File: src/rtl/spi_sclk_pkg.sv
package spi_sclk_pkg;
  localparam int SCLK_CFG_W   = 32;
  localparam int SCLK_CNT_W   = 6;
  localparam int SCLK_BYP_BIT = SCLK_CFG_W - 1;
  localparam int SCLK_HI_LSB  = SCLK_CNT_W;
  localparam int SCLK_LO_LSB  = 2 * SCLK_CNT_W;
  localparam int SCLK_LO_MSB  = SCLK_LO_LSB + SCLK_CNT_W - 1;

  typedef logic [SCLK_CNT_W-1:0] sclk_cnt_t;

  typedef struct packed {
    logic      byp;
    sclk_cnt_t term;
    sclk_cnt_t hi;
    sclk_cnt_t lo;
  } sclk_cfg_t;

  // Field split of the configuration word.
  function automatic sclk_cfg_t sclk_unpack(input logic [SCLK_CFG_W-1:0] w);
    sclk_cfg_t c;
    c.byp  = w[SCLK_BYP_BIT];
    c.term = w[SCLK_HI_LSB-1:0];
    c.hi   = w[SCLK_LO_LSB-1:SCLK_HI_LSB];
    c.lo   = w[SCLK_LO_MSB:SCLK_LO_LSB];
    return c;
  endfunction

  // Last count of a period; in pass-through every cycle closes a period.
  function automatic logic sclk_at_wrap(input sclk_cfg_t c, input sclk_cnt_t n);
    return c.byp || (n == c.term);
  endfunction

  function automatic sclk_cnt_t sclk_step(input sclk_cfg_t c, input sclk_cnt_t n);
    return sclk_at_wrap(c, n) ? '0 : sclk_cnt_t'(n + 1'b1);
  endfunction
endpackage

File: src/rtl/sclk_cfg_hold.sv
module sclk_cfg_hold
  import spi_sclk_pkg::*;
#(
  parameter int CFG_W = SCLK_CFG_W
) (
  input  logic             clk_i,
  input  logic             rst_ni,
  input  logic             load_i,
  input  logic [CFG_W-1:0] word_i,
  output sclk_cfg_t        cfg_o
);
  sclk_cfg_t cfg_q;

  always_ff @(posedge clk_i or negedge rst_ni) begin
    if (!rst_ni)     cfg_q <= '0;
    else if (load_i) cfg_q <= sclk_unpack(word_i);
  end

  assign cfg_o = cfg_q;
endmodule

File: src/rtl/sclk_phase_cnt.sv
module sclk_phase_cnt
  import spi_sclk_pkg::*;
(
  input  logic      clk_i,
  input  logic      rst_ni,
  input  logic      go_i,
  input  sclk_cfg_t cfg_i,
  output sclk_cnt_t cnt_o,
  output logic      wrap_o
);
  sclk_cnt_t cnt_q;

  always_ff @(posedge clk_i or negedge rst_ni) begin
    if (!rst_ni)    cnt_q <= '0;
    else if (!go_i) cnt_q <= '0;
    else            cnt_q <= sclk_step(cfg_i, cnt_q);
  end

  assign cnt_o  = cnt_q;
  assign wrap_o = go_i && sclk_at_wrap(cfg_i, cnt_q);

  AST_CNT_BOUND: assert property (@(posedge clk_i) disable iff (!rst_ni)
    (go_i && !cfg_i.byp) |-> (cnt_q <= cfg_i.term));
endmodule

File: src/rtl/sclk_edge_gen.sv
module sclk_edge_gen
  import spi_sclk_pkg::*;
(
  input  logic      clk_i,
  input  logic      rst_ni,
  input  logic      go_i,
  input  sclk_cfg_t cfg_i,
  input  sclk_cnt_t cnt_i,
  output logic      level_o,
  output logic      rise_o,
  output logic      fall_o
);
  logic level_q;
  logic hit_hi, hit_lo, div_run;

  assign div_run = go_i && !cfg_i.byp;
  assign hit_hi  = (cnt_i == cfg_i.hi);
  assign hit_lo  = (cnt_i == cfg_i.lo);
  // A strobe marks a real change at the next edge.
  assign rise_o  = div_run && hit_hi && !hit_lo && !level_q;
  assign fall_o  = div_run && hit_lo && level_q;

  always_ff @(posedge clk_i or negedge rst_ni) begin
    if (!rst_ni)       level_q <= 1'b0;
    else if (!div_run) level_q <= 1'b0;
    else if (rise_o)   level_q <= 1'b1;
    else if (fall_o)   level_q <= 1'b0;
  end

  assign level_o = level_q;

  AST_RISE_TAKES: assert property (@(posedge clk_i) disable iff (!rst_ni)
    rise_o |=> level_o);
  AST_FALL_TAKES: assert property (@(posedge clk_i) disable iff (!rst_ni)
    fall_o |=> !level_o);
endmodule

File: src/rtl/spi_sclk_div.sv
module spi_sclk_div
  import spi_sclk_pkg::*;
#(
  parameter int CFG_W = SCLK_CFG_W
) (
  input  logic             clk_i,
  input  logic             rst_ni,
  input  logic             en_i,
  input  logic [CFG_W-1:0] cfg_i,
  output logic             sclk_o,
  output logic             rise_o,
  output logic             fall_o
);
  logic      run_q, go, wrap, load, byp_run;
  logic      div_level, div_rise, div_fall;
  sclk_cfg_t act_cfg;
  sclk_cnt_t cnt;

  always_ff @(posedge clk_i or negedge rst_ni) begin
    if (!rst_ni) run_q <= 1'b0;
    else         run_q <= en_i;
  end

  assign go   = en_i && run_q;
  // Idle: track the word; running: take it only at the end of a period.
  assign load = !run_q || wrap;

  sclk_cfg_hold #(.CFG_W(CFG_W)) u_cfg (
    .clk_i (clk_i),
    .rst_ni(rst_ni),
    .load_i(load),
    .word_i(cfg_i),
    .cfg_o (act_cfg)
  );

  sclk_phase_cnt u_cnt (
    .clk_i (clk_i),
    .rst_ni(rst_ni),
    .go_i  (go),
    .cfg_i (act_cfg),
    .cnt_o (cnt),
    .wrap_o(wrap)
  );

  sclk_edge_gen u_edge (
    .clk_i  (clk_i),
    .rst_ni (rst_ni),
    .go_i   (go),
    .cfg_i  (act_cfg),
    .cnt_i  (cnt),
    .level_o(div_level),
    .rise_o (div_rise),
    .fall_o (div_fall)
  );

  assign byp_run = go && act_cfg.byp;
  assign sclk_o  = byp_run ? clk_i : div_level;
  assign rise_o  = byp_run || div_rise;
  assign fall_o  = byp_run || div_fall;

  AST_IDLE_WHEN_OFF: assert property (@(posedge clk_i) disable iff (!rst_ni)
    !en_i |=> (cnt == '0 && !div_level && !rise_o && !fall_o));
  AST_CFG_HOLD: assert property (@(posedge clk_i) disable iff (!rst_ni)
    (run_q && $past(run_q) && !$past(wrap)) |-> $stable(act_cfg));
  AST_BYP_NO_DIV: assert property (@(posedge clk_i) disable iff (!rst_ni)
    byp_run |-> !div_level);
endmodule

File: config.mk
export PLATFORM = sky130hd
export DESIGN_NAME = spi_sclk_div
export DESIGN_NICKNAME = d
export VERILOG_FILES = /design/src/rtl/spi_sclk_pkg.sv /design/src/rtl/sclk_cfg_hold.sv /design/src/rtl/sclk_phase_cnt.sv /design/src/rtl/sclk_edge_gen.sv /design/src/rtl/spi_sclk_div.sv
export SDC_FILE = /design/constraint.sdc
export NUM_CORES = 1
export LEC_CHECK = 0
export BUFFER_PORTS_ARGS = -buffer_cell sky130_fd_sc_hd__buf_2
export CAP_MARGIN = 40
export CORE_MARGIN = 2
export CORE_UTILIZATION = 40
export CTS_CLUSTER_SIZE = 16
export DETAILED_ROUTE_END_ITERATION = 8
export GPL_TIMING_DRIVEN = 0
export MAX_ROUTING_LAYER = met4
export PLACE_DENSITY = 0.58
export SLEW_MARGIN = 20
export SYNTH_ARGS = -nofsm -noshare
export SYNTH_HDL_FRONTEND = slang
export SYNTH_SLANG_ARGS = --single-unit
File: constraint.sdc
create_clock -name clk_i -period 6.4 [get_ports clk_i]
set_clock_uncertainty 0.05 [all_clocks]
set_input_delay 0.64 -clock clk_i [delete_from_list [all_inputs] [get_ports clk_i]]
set_output_delay 0.64 -clock clk_i [all_outputs]
set_load 0.02 [all_outputs]
==> results.rst, run 1 <==
.. list-table::
   :header-rows: 1

   * - Metric
     - Value
   * - Max-slew headroom
     - 51.0%
   * - Core Box Area
     - 0.00394 mm²
   * - Setup repair after global routing missed its margin
     - no
   * - Placed wire-length estimate after detailed placement
     - 2.43 mm
   * - Remaining global-route overflow
     - 0
   * - First-pass iteration count of the detailed router
     - 4
   * - Ratio of total power to cell area
     - 238 mW/mm²
   * - Post-Synthesis Cells
     - 147
   * - Number of input and output port buffers inserted
     - 24
   * - Final design area excluding fillers
     - 0.00188 mm²
   * - Worst path bufs/invs
     - 3
   * - DRC viols
     - 0
   * - Via density per instance
     - 5.17
   * - CP Cell Sequence
     - clkbuf_8, clkbuf_8, mux2_2, buf_2
   * - Data required time of the worst path
     - 5.71 ns
   * - Number of pins with negative max-slew slack in the final report
     - 0
   * - Crit end category
     - output port
   * - Final weighted congestion of routability-driven global placement
     - 0.770
   * - Starting DRC count in detailed routing
     - 55
   * - CTS tree
     - yes
   * - Most prevalent standard cell on the critical path
     - sky130_fd_sc_hd__clkbuf_8
   * - Classification of the worst setup path
     - clk -> out
   * - Number of hold violations in the final report
     - 0
   * - Category of cells accounting for the largest share of critical-path delay
     - buffers and inverters
   * - Layout Nets
     - 215
   * - Async SR Flop Fraction
     - 100%
   * - Fin worst setup slack
     - 1.88 ns
   * - Post-cts sizing count
     - 0
   * - Overall die area
     - 0.00456 mm²
   * - HP Class
     - in -> async
   * - Clock latency reported for the late side of the worst-skew pair
     - 0.39 ns
   * - Total detailed-routing wirelength
     - 3.28 mm
   * - Number of synthesized register bits
     - 27
   * - Reported max-cap violation count
     - 0
   * - VDD IR max
     - 0.114 mV
   * - Area of the mapped netlist
     - 0.00161 mm²
   * - Reg clk slew, reported paths
     - 0.10 ns
   * - Number of nets with antenna violations after detailed routing
     - 0
   * - Antenna violations before repair
     - 0
   * - Share of post-route cells with drive strength above 1
     - 33.1%
   * - Post-Route Setup TNS
     - 0 ns
   * - Static leakage power
     - 0.000878 µW
   * - Routed wirelength normalized by instance count
     - 14.4 µm
   * - Global Route Usage Sum
     - 17.4%
   * - Number of setup violations in the final report
     - 0
   * - Number of flops mapped to enable cells by yosys
     - 0
   * - Met3 routing resource usage after global routing
     - 4.67%
   * - Largest net degree at the start of global routing
     - 28
   * - Via count of the routed design
     - 1179
   * - Top-Level Pins
     - 38
   * - Synthesized area per cell
     - 11.0 µm²
   * - Post CTS Setup Buffer Count
     - 0
   * - Cts-stage hold buffer count
     - 0
   * - Inserted Diodes
     - 0
   * - Y dimension of the die
     - 67.5 µm
   * - Portion of the post-synthesis area used by sequential elements
     - 41.9%
   * - Syn Nets
     - 183
   * - Delay contributed by the slowest stage of the critical path
     - 0.25 ns
   * - Initial core utilization
     - 40.9%
   * - Placement-stage worst setup slack
     - 2.12 ns
   * - Slowest CP cell
     - sky130_fd_sc_hd__mux2_2
   * - Cell area reported after detailed placement
     - 0.00180 mm²
   * - Die Wd
     - 67.5 µm
   * - Max Fanout on Critical Path
     - 2
   * - Worst hold slack across all endpoints
     - 0.207 ns
   * - Arrival time of the worst setup path
     - 3.83 ns
   * - Global-route wire length before repair
     - 5.64 mm
   * - Via count of the first global-routing pass
     - 1207
   * - Warning count from the yosys run
     - 0
   * - Result of the run
     - finished, final reports clean
   * - Number of standard-cell rows in the floorplan
     - 23
   * - Met2 capacity usage during global routing
     - 26.1%
   * - Transition at the pin with the smallest max-transition slack
     - 0.729 ns
   * - Met1 Usage GRT
     - 21.9%
   * - Distinct cells, synth
     - 32
   * - Kind of start point of the critical path
     - clock port
   * - Area Growth Syn to Fin
     - 16.7%
   * - Most instantiated flip-flop cell in the synthesis netlist
     - sky130_fd_sc_hd__dfrtp_1
   * - Filler Cell Count
     - 372
   * - Most Used Layer, Global Route
     - met2
[synthesized netlist by cell type (2+ instances only)]
cell / n / share of area [%]
sky130_fd_sc_hd__inv_1: 9 / 2.1
sky130_fd_sc_hd__o211ai_1: 6 / 2.8
sky130_fd_sc_hd__mux2_2: 3 / 2.1
sky130_fd_sc_hd__nand2_1: 13 / 3.0
sky130_fd_sc_hd__xnor2_1: 11 / 6.0
sky130_fd_sc_hd__dfrtp_1: 27 / 42
sky130_fd_sc_hd__o31ai_1: 2 / 0.93
sky130_fd_sc_hd__o2111ai_2: 6 / 5.6
sky130_fd_sc_hd__mux2_4: 10 / 9.3
sky130_fd_sc_hd__nor2_1: 11 / 2.6
sky130_fd_sc_hd__clkbuf_1: 4 / 0.93
sky130_fd_sc_hd__and3_1: 6 / 2.3
sky130_fd_sc_hd__xor2_1: 9 / 4.9
sky130_fd_sc_hd__a31oi_1: 7 / 2.7
sky130_fd_sc_hd__nand3_1: 4 / 1.2
sky130_fd_sc_hd__buf_6: 3 / 2.1
[cells by family (layout without fill, tap and decap cells)]
kind of cell    Yosys count  after routing  share of synthesized area [%]
compound gates           28             28                           17.0
buf+inv                  19             50                           6.74
xor+xnor                 20             20                           10.9
fa+ha+maj                 1              1                          0.775
simple gates             39             39                           11.4
flops                    27             27                           41.9
mux                      13             13                           11.4
[flip-flops by register name, summed over array words and instances, names as in the netlist]
register        flops
run_q               1
u_cfg.cfg_o        19
u_cnt.cnt_o         6
u_edge.level_o      1
[cells in the final DEF, fill, tap and decap left out]
master / n
sky130_fd_sc_hd__a21oi_1: 1
sky130_fd_sc_hd__a21oi_2: 1
sky130_fd_sc_hd__a221o_1: 1
sky130_fd_sc_hd__a31oi_1: 7
sky130_fd_sc_hd__and2_1: 1
sky130_fd_sc_hd__and3_1: 6
sky130_fd_sc_hd__buf_2: 25
sky130_fd_sc_hd__buf_6: 3
sky130_fd_sc_hd__buf_8: 1
sky130_fd_sc_hd__clkbuf_1: 5
sky130_fd_sc_hd__clkbuf_8: 6
sky130_fd_sc_hd__dfrtp_1: 27
sky130_fd_sc_hd__ha_1: 1
sky130_fd_sc_hd__inv_1: 9
sky130_fd_sc_hd__inv_4: 1
sky130_fd_sc_hd__mux2_2: 3
sky130_fd_sc_hd__mux2_4: 10
sky130_fd_sc_hd__nand2_1: 13
sky130_fd_sc_hd__nand3_1: 4
sky130_fd_sc_hd__nand4_1: 1
sky130_fd_sc_hd__nor2_1: 11
sky130_fd_sc_hd__nor2b_1: 1
sky130_fd_sc_hd__nor4_1: 1
sky130_fd_sc_hd__o2111ai_1: 1
sky130_fd_sc_hd__o2111ai_2: 6
sky130_fd_sc_hd__o211ai_1: 6
sky130_fd_sc_hd__o21ai_0: 1
sky130_fd_sc_hd__o221ai_2: 1
sky130_fd_sc_hd__o31ai_1: 2
sky130_fd_sc_hd__o41ai_4: 1
sky130_fd_sc_hd__or4_4: 1
sky130_fd_sc_hd__xnor2_1: 11
sky130_fd_sc_hd__xor2_1: 9
[stage by stage]
step,cells,utilization [%],total power (µW)
finish,228,47.8,448
floorplan,147,-,276
detailed placement,221,45.6,304
global route,228,47.8,475
global placement,221,45.6,301
CTS,228,47.8,452
[worst paths after layout]
| path | startpoint | to | slack [ns] | cells past startpoint |
|---|---|---|---|---|
| max | clk_i | sclk_o | 1.88 | 4 |
| min | rst_ni | u_cfg.cfg_o[4] | 0.21 | 1 |
| max reg2reg | u_cnt.cnt_o[4] | u_cfg.cfg_o[9] | 4.17 | 6 |
| min reg2reg | u_cfg.cfg_o[8] | u_cfg.cfg_o[8] | 0.49 | 1 |
| max in group asynchronous | rst_ni | u_cfg.cfg_o[17] | 5.69 | 1 |
| min in group clk_i | en_i | run_q | 0.38 | 1 |
[metal layers]
metal / share of wire [%] / vias up
li1: - / 586
met5: 0 / -
met4: 1.3 / 0
met1: 46 / 557
met2: 48 / 31
met3: 4.3 / 5
[report_power, final]
group	switching (µW)	internal [µW]	leakage, µW
clock	66.1	85.7	0.0000556
sequential	17.0	188	0.000328
combinational	45.8	46.2	0.000495
total	129	319	0.000878
[layout make-up]
type | instances | area (µm²) | share of cell area, %
plain buffers | 9 | 68.8 | 3.65
clock buffers | 8 | 91.3 | 4.85
inverters | 10 | 40.0 | 2.13
multi-input cells | 101 | 830 | 44.1
flip-flops and latches | 27 | 676 | 35.9
well taps | 50 | 62.6 | 3.32
repair buffers | 23 | 115 | 6.11
Note: power is estimated with default switching activity, not from simulation.
==> inputs of run 2 (changes only) <==
--- a/config.mk
+++ b/config.mk
@@ -5,6 +5,7 @@
 export SDC_FILE = /design/constraint.sdc
 export NUM_CORES = 1
 export LEC_CHECK = 0
+export ABC_AREA = 1
 export BUFFER_PORTS_ARGS = -buffer_cell sky130_fd_sc_hd__buf_2
 export CAP_MARGIN = 40
 export CORE_MARGIN = 2
@@ -13,7 +14,7 @@
 export DETAILED_ROUTE_END_ITERATION = 8
 export GPL_TIMING_DRIVEN = 0
 export MAX_ROUTING_LAYER = met4
-export PLACE_DENSITY = 0.58
+export PLACE_DENSITY = 0.59
 export SLEW_MARGIN = 20
 export SYNTH_ARGS = -nofsm -noshare
 export SYNTH_HDL_FRONTEND = slang
==> constraint.sdc (replaced) <==
create_clock -name clk_i -period 4.4 [get_ports clk_i]
set_clock_uncertainty 0.05 [all_clocks]
set_input_delay 0.44 -clock clk_i [delete_from_list [all_inputs] [get_ports clk_i]]
set_output_delay 0.44 -clock clk_i [all_outputs]
set_load 0.02 [all_outputs]
==> run 2 against run 1 <==
  * Worst setup slack worse by 0.69 ns
  * First-iteration DRC count rose by 36%
  * Via count up 0.93%
  * Count of clock-buffer cells in the layout is the same
  * Sequential cell count did not move
  * Sequential share of layout area grew 2.1 points
  * Non-clock buffer count is 3 lower
  * Die area shrank 5.8%
  * Combinational power is 14% higher
  * Critical path type unchanged
  * Critical endpoint unchanged
  * Largest cell class unchanged
==> results.rst, run 2 <==
.. list-table::
   :header-rows: 1

   * - Metric
     - Value
   * - Result of the run
     - finished, final reports clean
   * - Global-route wire length before repair
     - 5.55 mm
   * - Leading cell types by count after synthesis
     - sky130_fd_sc_hd__nand2_1, sky130_fd_sc_hd__dfrtp_1, sky130_fd_sc_hd__inv_1
   * - Number of nets with antenna violations after detailed routing
     - 0
   * - Ratio of total power to cell area
     - 343 mW/mm²
   * - First-pass iteration count of the detailed router
     - 4
   * - Total detailed-routing wirelength
     - 3.03 mm
   * - Setup repair after global routing missed its margin
     - no
   * - Final design area excluding fillers
     - 0.00178 mm²
   * - Area share of the largest cell type after synthesis
     - 44.6%
   * - Number of setup violations in the final report
     - 0
   * - Syn Nets
     - 225
   * - CTS tree
     - yes
   * - Most frequent cells in the layout
     - sky130_fd_sc_hd__nand2_1, sky130_fd_sc_hd__dfrtp_1, sky130_fd_sc_hd__buf_2
   * - Distinct cells, synth
     - 23
   * - Warning count from the yosys run
     - 0
   * - Top-Level Pins
     - 38
   * - Post-cts sizing count
     - 0
   * - Max Fanout on Critical Path
     - 2
   * - Number of input and output port buffers inserted
     - 24
   * - Data required time of the worst path
     - 3.91 ns
   * - Post-Route Setup TNS
     - 0 ns
   * - Share of post-route cells with drive strength above 1
     - 25.9%
   * - Y dimension of the die
     - 65.5 µm
   * - Async SR Flop Fraction
     - 100%
   * - Antenna violations before repair
     - 0
   * - Total stage count of the critical path
     - 5
   * - Reported max-cap violation count
     - 0
   * - Top cells by area, synth
     - sky130_fd_sc_hd__dfrtp_1, sky130_fd_sc_hd__nand2_1, sky130_fd_sc_hd__nand3_2, sky130_fd_sc_hd__xor2_1, sky130_fd_sc_hd__inv_1
   * - Core Box Area
     - 0.00366 mm²
   * - Count of cells along the worst register-to-register path
     - 11
   * - Number of standard-cell rows in the floorplan
     - 22
   * - Category of cells accounting for the largest share of critical-path delay
     - buffers and inverters
   * - Synthesized area per cell
     - 8.01 µm²
   * - Fin worst setup slack
     - 1.19 ns
   * - VDD IR max
     - 0.236 mV
   * - Static leakage power
     - 0.000989 µW
   * - HP Class
     - in -> async
   * - Post CTS Setup Buffer Count
     - 0
   * - Largest net degree at the start of global routing
     - 28
   * - Kind of start point of the critical path
     - clock port
   * - Reg clk slew, reported paths
     - 0.09 ns
   * - Placed wire-length estimate after detailed placement
     - 2.21 mm
   * - Number of synthesized register bits
     - 27
   * - Area of the mapped netlist
     - 0.00151 mm²
   * - Most common library cell in the layout ignoring fill and taps
     - sky130_fd_sc_hd__nand2_1
   * - Most instantiated flip-flop cell in the synthesis netlist
     - sky130_fd_sc_hd__dfrtp_1
   * - Cts-stage hold buffer count
     - 0
   * - Remaining global-route overflow
     - 0
   * - Worst path bufs/invs
     - 3
   * - Portion of the post-synthesis area used by sequential elements
     - 44.6%
   * - Transition at the pin with the smallest max-transition slack
     - 0.617 ns
   * - Die Wd
     - 65.5 µm
   * - Via count of the first global-routing pass
     - 1192
   * - Inserted Diodes
     - 0
   * - Arrival time of the worst setup path
     - 2.72 ns
   * - Max-slew headroom
     - 58.9%
   * - Cell area reported after detailed placement
     - 0.00169 mm²
   * - Filler Cell Count
     - 384
   * - Delay contributed by the slowest stage of the critical path
     - 0.16 ns
   * - Layout Nets
     - 257
   * - Most prevalent standard cell on the critical path
     - sky130_fd_sc_hd__clkbuf_8
   * - Slowest CP cell
     - sky130_fd_sc_hd__buf_2
   * - Total power
     - 611 µW
   * - Global Route Usage Sum
     - 17.8%
   * - Most repeated cell in the gate-level netlist after synthesis
     - sky130_fd_sc_hd__nand2_1
   * - Post-Synthesis Cells
     - 189
   * - Post-synth top area cell
     - sky130_fd_sc_hd__dfrtp_1
   * - Number of flip-flops in the largest register
     - 19
   * - Via density per instance
     - 4.44
   * - Placement-stage worst setup slack
     - 1.44 ns
   * - CP Cell Sequence
     - clkbuf_8, clkbuf_8, nor2_1, a21oi_1, buf_2
   * - Number of hold violations in the final report
     - 0
   * - Post-layout utilization of the core
     - 48.6%
   * - Classification of the worst setup path
     - clk -> out
   * - Number of pins with negative max-slew slack in the final report
     - 0
   * - Via count of the routed design
     - 1190
   * - Initial core utilization
     - 41.4%
   * - Overall die area
     - 0.00429 mm²
   * - Final weighted congestion of routability-driven global placement
     - 0.851
   * - Routed wirelength normalized by instance count
     - 11.3 µm
   * - Clock latency reported for the late side of the worst-skew pair
     - 0.38 ns
   * - Area Growth Syn to Fin
     - 17.6%
   * - Starting DRC count in detailed routing
     - 75
   * - Number of flops mapped to enable cells by yosys
     - 0
   * - DRC viols
     - 0
   * - Crit end category
     - output port
[run 2: cell types whose count changed after synthesis, sizes merged, moves of 7 or more]
cell,previous run,this run
nand3,4,24
a31oi,7,0
nand2,13,75
o2111ai,7,0
mux2,13,0
xnor2,11,3
inv,10,22
[run 2: path summary, 6_finish.rpt]
kind                                      start  slack, ns               to
worst max-delay path                      clk_i       1.19           sclk_o
worst min-delay path                     rst_ni       0.02  u_cfg.cfg_o[17]
worst max register to register   u_cnt.cnt_o[0]       2.79  u_cfg.cfg_o[14]
worst min register to register  u_cfg.cfg_o[16]       0.49  u_cfg.cfg_o[16]
max in group asynchronous                rst_ni       3.88   u_cnt.cnt_o[1]
min in group clk_i                         en_i       0.17            run_q
[run 2: layout make-up]
type | count | area [µm²] | area share, %
Sequential cell | 27 | 676 | 37.9
Clock buffer | 8 | 91.3 | 5.13
Multi-Input combinational cell | 134 | 693 | 38.9
Timing Repair Buffer | 23 | 115 | 6.47
Buffer | 6 | 62.6 | 3.51
Inverter | 22 | 82.6 | 4.64
Tap cell | 48 | 60.1 | 3.37
[run 2: power by group]
group / internal (µW) / total, µW / switching [µW] / leakage (µW)
registers: 270 / 290 / 19.9 / 0.000338
logic: 45.6 / 105 / 59.6 / 0.000597
clock network: 124 / 216 / 91.9 / 0.0000542
total: 439 / 611 / 172 / 0.000989
[run 2: layer usage]
| layer | global-route usage (%) | vias up | part of all wire, % |
|---|---|---|---|
| met2 | 28.2 | 27 | 47 |
| met3 | 4.62 | 4 | 4.1 |
| met4 | 4.95 | 0 | 0.76 |
| li1 | - | 642 | - |
| met5 | - | - | 0 |
| met1 | 22.6 | 517 | 48 |
[run 2: cell families after synthesis]
| kind of cell | Yosys count | share of synthesized area, % |
|---|---|---|
| fa+ha+maj | 1 | 0.826 |
| flops | 27 | 44.6 |
| buf+inv | 28 | 9.59 |
| compound gates | 5 | 1.65 |
| simple gates | 117 | 36.9 |
| xor+xnor | 11 | 6.36 |
[run 2: stage by stage]
stage,hold WS (ns),cells
after detailed placement,0.440,261
after CTS,0.0350,268
after floorplan,0.0944,189
after global routing,0.0458,268
final,0.0165,268
after global placement,0.442,261
